<file path="src/rtl/tdm_gclk_pkg.sv">
package tdm_gclk_pkg;
  localparam int CH_BITS = 8;
  localparam int MAX_CH  = 32;
  localparam int T1_CH   = 24;
  localparam int DATA_W  = 8;
  localparam int NBYTES  = MAX_CH / DATA_W;
  localparam int E1_LEN  = MAX_CH * CH_BITS;
  localparam int T1_LEN  = T1_CH * CH_BITS + 1;
  localparam int POS_W   = $clog2(E1_LEN);
  localparam int BIT_W   = $clog2(CH_BITS);
  localparam int CH_W    = POS_W - BIT_W;
  localparam int ADDR_W  = $clog2(2 * NBYTES + 1);
  localparam int CTRL_A  = 2 * NBYTES;

  typedef struct packed {
    logic [MAX_CH-1:0] blk;
    logic [MAX_CH-1:0] gap;
    logic              e1;
    logic              gap_en;
    logic              k56;
  } cfg_t;

  typedef struct packed {
    logic             in_ch;
    logic [CH_W-1:0]  ch;
    logic [BIT_W-1:0] bitn;
  } slot_t;

  function automatic logic [POS_W-1:0] last_pos(input logic e1);
    return e1 ? POS_W'(E1_LEN - 1) : POS_W'(T1_LEN - 1);
  endfunction

  function automatic slot_t decode(input logic [POS_W-1:0] pos, input logic e1);
    slot_t s;
    logic [POS_W-1:0] off;
    off     = e1 ? pos : pos - POS_W'(1);
    s.in_ch = e1 || (pos != '0);
    s.ch    = off[POS_W-1:BIT_W];
    s.bitn  = off[BIT_W-1:0];
    return s;
  endfunction
endpackage

</file>
<file path="src/rtl/tdm_gclk_regs.sv">
module tdm_gclk_regs
  import tdm_gclk_pkg::*;
(
  input  logic              clk_i,
  input  logic              rst_ni,
  input  logic              wr_en_i,
  input  logic [ADDR_W-1:0] wr_addr_i,
  input  logic [DATA_W-1:0] wr_data_i,
  input  logic              load_i,
  output cfg_t              act_o
);
  cfg_t sh_q, act_q;

  always_ff @(posedge clk_i or negedge rst_ni) begin
    if (!rst_ni) begin
      sh_q  <= '0;
      act_q <= '0;
    end else begin
      if (load_i) act_q <= sh_q;
      if (wr_en_i) begin
        for (int k = 0; k < NBYTES; k++) begin
          if (wr_addr_i == ADDR_W'(k))          sh_q.blk[k*DATA_W +: DATA_W] <= wr_data_i;
          if (wr_addr_i == ADDR_W'(NBYTES + k)) sh_q.gap[k*DATA_W +: DATA_W] <= wr_data_i;
        end
        if (wr_addr_i == ADDR_W'(CTRL_A)) begin
          sh_q.e1     <= wr_data_i[0];
          sh_q.gap_en <= wr_data_i[1];
          sh_q.k56    <= wr_data_i[2];
        end
      end
    end
  end

  assign act_o = act_q;

  // working configuration only moves at a frame boundary
  p_hold_midframe_r9: assert property (@(posedge clk_i) disable iff (!rst_ni)
    !load_i |=> $stable(act_q));
endmodule

</file>
<file path="src/rtl/tdm_gclk_pos.sv">
module tdm_gclk_pos
  import tdm_gclk_pkg::*;
(
  input  logic             clk_i,
  input  logic             rst_ni,
  input  logic             sync_i,
  input  logic             e1_i,
  output logic [POS_W-1:0] pos_o,
  output logic             load_o
);
  logic [POS_W-1:0] pos_q, pos_nxt;
  logic             at_end;

  assign at_end  = (pos_q == last_pos(e1_i));
  assign pos_nxt = (sync_i || at_end) ? '0 : pos_q + POS_W'(1);
  assign load_o  = (pos_nxt == '0);

  always_ff @(posedge clk_i or negedge rst_ni) begin
    if (!rst_ni) pos_q <= '0;
    else         pos_q <= pos_nxt;
  end

  assign pos_o = pos_q;

  p_sync_align_r1: assert property (@(posedge clk_i) disable iff (!rst_ni)
    sync_i |=> (pos_q == '0));
  p_advance_r1: assert property (@(posedge clk_i) disable iff (!rst_ni)
    (!sync_i && !at_end) |=> (pos_q == $past(pos_q) + POS_W'(1)));
  p_in_range_r1: assert property (@(posedge clk_i) disable iff (!rst_ni)
    pos_q <= last_pos(e1_i));
endmodule

</file>
<file path="src/rtl/tdm_gclk_gate.sv">
module tdm_gclk_gate
  import tdm_gclk_pkg::*;
(
  input  logic             clk_i,
  input  logic             rst_ni,
  input  logic [POS_W-1:0] pos_i,
  input  cfg_t             cfg_i,
  output logic             blk_o,
  output logic             gclk_o
);
  slot_t slot;
  logic  last_bit;
  logic  gate_now;
  logic  gate_q;

  assign slot     = decode(pos_i, cfg_i.e1);
  assign last_bit = (slot.bitn == BIT_W'(CH_BITS - 1));
  assign blk_o    = slot.in_ch && cfg_i.blk[slot.ch];
  assign gate_now = cfg_i.gap_en && slot.in_ch && cfg_i.gap[slot.ch]
                    && !(cfg_i.k56 && last_bit);

  // enable changes only in the low phase, so the AND below cannot glitch
  always_ff @(negedge clk_i or negedge rst_ni) begin
    if (!rst_ni) gate_q <= 1'b0;
    else         gate_q <= gate_now;
  end

  assign gclk_o = clk_i & gate_q;

  p_gap_off_r5: assert property (@(posedge clk_i) disable iff (!rst_ni)
    !cfg_i.gap_en |-> !gate_q);
  p_k56_skip_r6: assert property (@(posedge clk_i) disable iff (!rst_ni)
    (cfg_i.k56 && slot.in_ch && last_bit) |-> !gate_q);
  p_frame_bit_r7: assert property (@(posedge clk_i) disable iff (!rst_ni)
    (!cfg_i.e1 && pos_i == '0) |-> (!blk_o && !gate_q));
endmodule

</file>
<file path="src/rtl/tdm_gclk_top.sv">
module tdm_gclk_top
  import tdm_gclk_pkg::*;
(
  input  logic              clk_i,
  input  logic              rst_ni,
  input  logic              fsync_i,
  input  logic              wr_en_i,
  input  logic [ADDR_W-1:0] wr_addr_i,
  input  logic [DATA_W-1:0] wr_data_i,
  output logic              chblk_o,
  output logic              gclk_o
);
  cfg_t             act;
  logic [POS_W-1:0] pos;
  logic             frame_load;

  tdm_gclk_regs u_regs (
    .clk_i     (clk_i),
    .rst_ni    (rst_ni),
    .wr_en_i   (wr_en_i),
    .wr_addr_i (wr_addr_i),
    .wr_data_i (wr_data_i),
    .load_i    (frame_load),
    .act_o     (act)
  );

  tdm_gclk_pos u_pos (
    .clk_i  (clk_i),
    .rst_ni (rst_ni),
    .sync_i (fsync_i),
    .e1_i   (act.e1),
    .pos_o  (pos),
    .load_o (frame_load)
  );

  tdm_gclk_gate u_gate (
    .clk_i  (clk_i),
    .rst_ni (rst_ni),
    .pos_i  (pos),
    .cfg_i  (act),
    .blk_o  (chblk_o),
    .gclk_o (gclk_o)
  );
endmodule

</file>
<file path="config.mk">
export PLATFORM = sky130hd
export DESIGN_NAME = tdm_gclk_top
export DESIGN_NICKNAME = d
export VERILOG_FILES = /design/src/rtl/tdm_gclk_pkg.sv /design/src/rtl/tdm_gclk_regs.sv /design/src/rtl/tdm_gclk_pos.sv /design/src/rtl/tdm_gclk_gate.sv /design/src/rtl/tdm_gclk_top.sv
export SDC_FILE = /design/constraint.sdc
export NUM_CORES = 1
export LEC_CHECK = 0
export CAP_MARGIN = 20
export CORE_ASPECT_RATIO = 1.2
export CORE_MARGIN = 8
export CORE_UTILIZATION = 45
export DETAILED_ROUTE_END_ITERATION = 12
export GPL_TIMING_DRIVEN = 0
export SETUP_SLACK_MARGIN = 0.4
export SYNTH_ARGS = -nofsm -noshare
export SYNTH_HDL_FRONTEND = slang
export SYNTH_HIERARCHICAL = 1
export SYNTH_SLANG_ARGS = --single-unit
</file>
<file path="constraint.sdc">
create_clock -name clk_i -period 3 [get_ports clk_i]
set_input_delay 0.6 -clock clk_i [delete_from_list [all_inputs] [get_ports clk_i]]
set_output_delay 0.6 -clock clk_i [all_outputs]
set_load 0.05 [all_outputs]
</file>
==> impl_metrics.ini <==
[setup_path]
worstPathMaxFanout = 5
worstReg2RegStart = u_pos/pos_o[0]
timing.rr.end = u_gate/gate_q
start_kind = flip-flop
cp_slowest_stage_delay_ps = 440
critPathTopFamily = simple AND/OR/NAND/NOR gates
criticalPathCategory = flip-flop to flip-flop
worstPathRequired_ps = 2020
cp_slowest_cell = dfrtp_2
worstPathCellList = buf_12 -> nor4_4 -> buf_6 -> xnor2_2 -> buf_6 -> nand2_1 -> nand3_1 -> nor2_1 -> or3_4 -> nor4_4
ff2ff_setup_slack_ps = -760
crit_path_end_kind = flip-flop
cp.buffers_inverters = 3
critical_path_arrival_ps = 2780
rr_worst_depth = 10

[finish]
fin_cells = 768
fill_cells = 1136
fin_util = 0.600
fin_area_um2 = 8570
num_antenna_cells = 0
drive_above_1_share = 0.482
area_growth_pct = 31.3
nets = 600

[power_and_ir_drop]
total_power_w = 0.00681
p_leak_nw = 3.82
peakVddDrop_v = 0.000379
power_density_nw_per_um2 = 795

[flow_run]
drv_cap = 0

[floorplan]
row_count = 48
dieArea_um2 = 18600
pin_count = 18
dieWidth_um = 126
core_area_um2 = 14300
initial_core_util = 0.457
die_h_um = 148

[route]
dr.pass1.iters = 4
drc = 0
vias = 4274
wl_um = 16100
routed_via_density = 5.57
wire_per_inst_um = 20.9
ant_nets = 0
drt-initial-drc-count = 194

[yosys]
yosysWarnings = 6
synth_edf_count = 0
synthTopCellsByArea = dfrtp_1, mux2_2, nand2_1
synth.net_count = 516
synth_top_area_frac = 0.544
yosysMostFrequentCell = dfrtp_1
synth-async-reset-ratio = 1.00
syn_area_um2 = 6530
yosysUniqueCellTypes = 61
synth_area_leader_cell = dfrtp_1
ys_seq_area_frac = 0.548
ys_ff_latch = 143
syn_avg_cell_area_um2 = 13.1
syn-instance-count = 498
synth_top_flop_cell = dfrtp_1
netlist_top_cells_count = dfrtp_1, mux2_2, nand2_1

[placed_design]
port_buffers = 15
place.gp.congestion = 0.768
post-dp-hpwl_um = 9630
place_area_um2 = 6970
dp_cells = 689

[clock_tree]
cts_tree = yes
ctsHoldBuffers = 0
path_clk_slew_ps = 60
clk_latency_ps = 530

[timing]
finalHoldViolCount = 0
rsz0062_at_grt = yes
finalClockSkew_ps = 10.2
slew_viol_final = 0
slew_headroom = 0.587
timing.hold.ws_ps = 41.6
final.setup.worst_slack_ps = -760
tightest_slew_ps = 618
setup-violations-final = 4

[global_routing]
grt_pass1_vias = 4606
grt_max_degree = 86
grt_util_all_layers = 0.180
grt_pass1_wl_um = 25300
grt_overflow = 0
antenna_found_initial = 0

[status]
violations = negative setup slack
outcome = complete, but fails checks

[min_path]
hp-class = input port to asynchronous set/reset pin
kinds of logic (layout without fill, tap and decap cells):
family	after synthesis	count (layout)	share of synthesized area
mux	145	145	0.253
flops	143	143	0.548
simple gates	132	132	0.111
compound gates	37	37	0.0450
buf+inv	28	123	0.0238
xor+xnor	11	11	0.0159
fa+ha+maj	2	2	0.00383
cells in the final DEF (no fill, tap or decap), types with 4 or more instances in the layout:
master           synthesis  layout
nand4_1                  4       4
clkdlybuf4s50_1          0      12
nor2_1                  19      18
mux2_2                 126     104
mux2_4                   8      30
buf_4                    3      31
nand2_1                 50      49
clkbuf_16                0      20
a31oi_2                  0       4
mux2i_1                 11      11
buf_6                    2      12
xor2_1                   4       4
bufinv_16                0       4
buf_12                   0      14
a21oi_1                  6       5
nand3_1                 27      24
nor4_4                   2       4
xnor2_1                  6       5
dfrtp_1                142     137
dfrtp_2                  0       5
state kept, by name, indices dropped and copies added (netlist names):
signal / cells
u_regs/act_o: 67
u_pos/pos_o: 8
u_gate/gate_q: 1
u_regs/sh_q: 67
power breakdown:
part | internal (W) | total, W | switching [W]
registers | 0.00243 | 0.00270 | 0.000274
logic | 0.000956 | 0.00169 | 0.000729
clock network | 0.00161 | 0.00242 | 0.000810
total | 0.00500 | 0.00681 | 0.00181
per-stage QoR:
stage / TNS (ps) / setup WS [ps]
2_1_floorplan: -688 / -568
3_3_place_gp: -598570 / -5460
3_5_place_dp: -2870 / -1370
4_1_cts: -1850 / -796
5_1_grt: -1950 / -868
6_report: -1720 / -760
worst max-delay path by stage:
stage | start | to | depth (start not counted)
floorplan | u_pos/pos_o[1] | u_gate/gate_q | 9
global placement | rst_ni | u_gate/gate_q | 1
detailed placement | u_pos/pos_o[3] | u_gate/gate_q | 7
CTS | u_pos/pos_o[0] | chblk_o | 11
global route | u_pos/pos_o[0] | u_gate/gate_q | 10
finish | u_pos/pos_o[0] | u_gate/gate_q | 10
metal layers:
| metal | track usage | wire length, um |
|---|---|---|
| met5 | 0 | 0 |
| met1 | 0.222 | 7170 |
| met2 | 0.298 | 8190 |
| met4 | 0.0747 | 237 |
| met3 | 0.0418 | 460 |
worst reg2reg max path: stages, from the launching register on:
cell and delay, ps:
dfrtp_2 440, buf_12 140, nor4_4 270, buf_6 160, xnor2_2 170, buf_6 190, nand2_1 70, nand3_1 80
nor2_1 40, or3_4 420, nor4_4 270
timing repair:
item | CTS | global route
cloned | 2 | 0
setup buffers | 38 | 6
pin swaps | 12 | 7
gates resized for setup | 79 | 28
endpoints found under the setup margin | 64 | 37
final cells by class:
class / instances / area [um2] / share of cell area
flip-flops and latches: 143 / 3580 / 0.418
plain buffers: 23 / 225 / 0.0263
clock buffers: 25 / 551 / 0.0642
clock inverters: 9 / 159 / 0.0185
repair buffers: 61 / 711 / 0.0829
multi-input cells: 327 / 3100 / 0.362
inverters: 5 / 18.8 / 0.00219
well taps: 175 / 219 / 0.0256
Power figures use the tool's default switching activity.
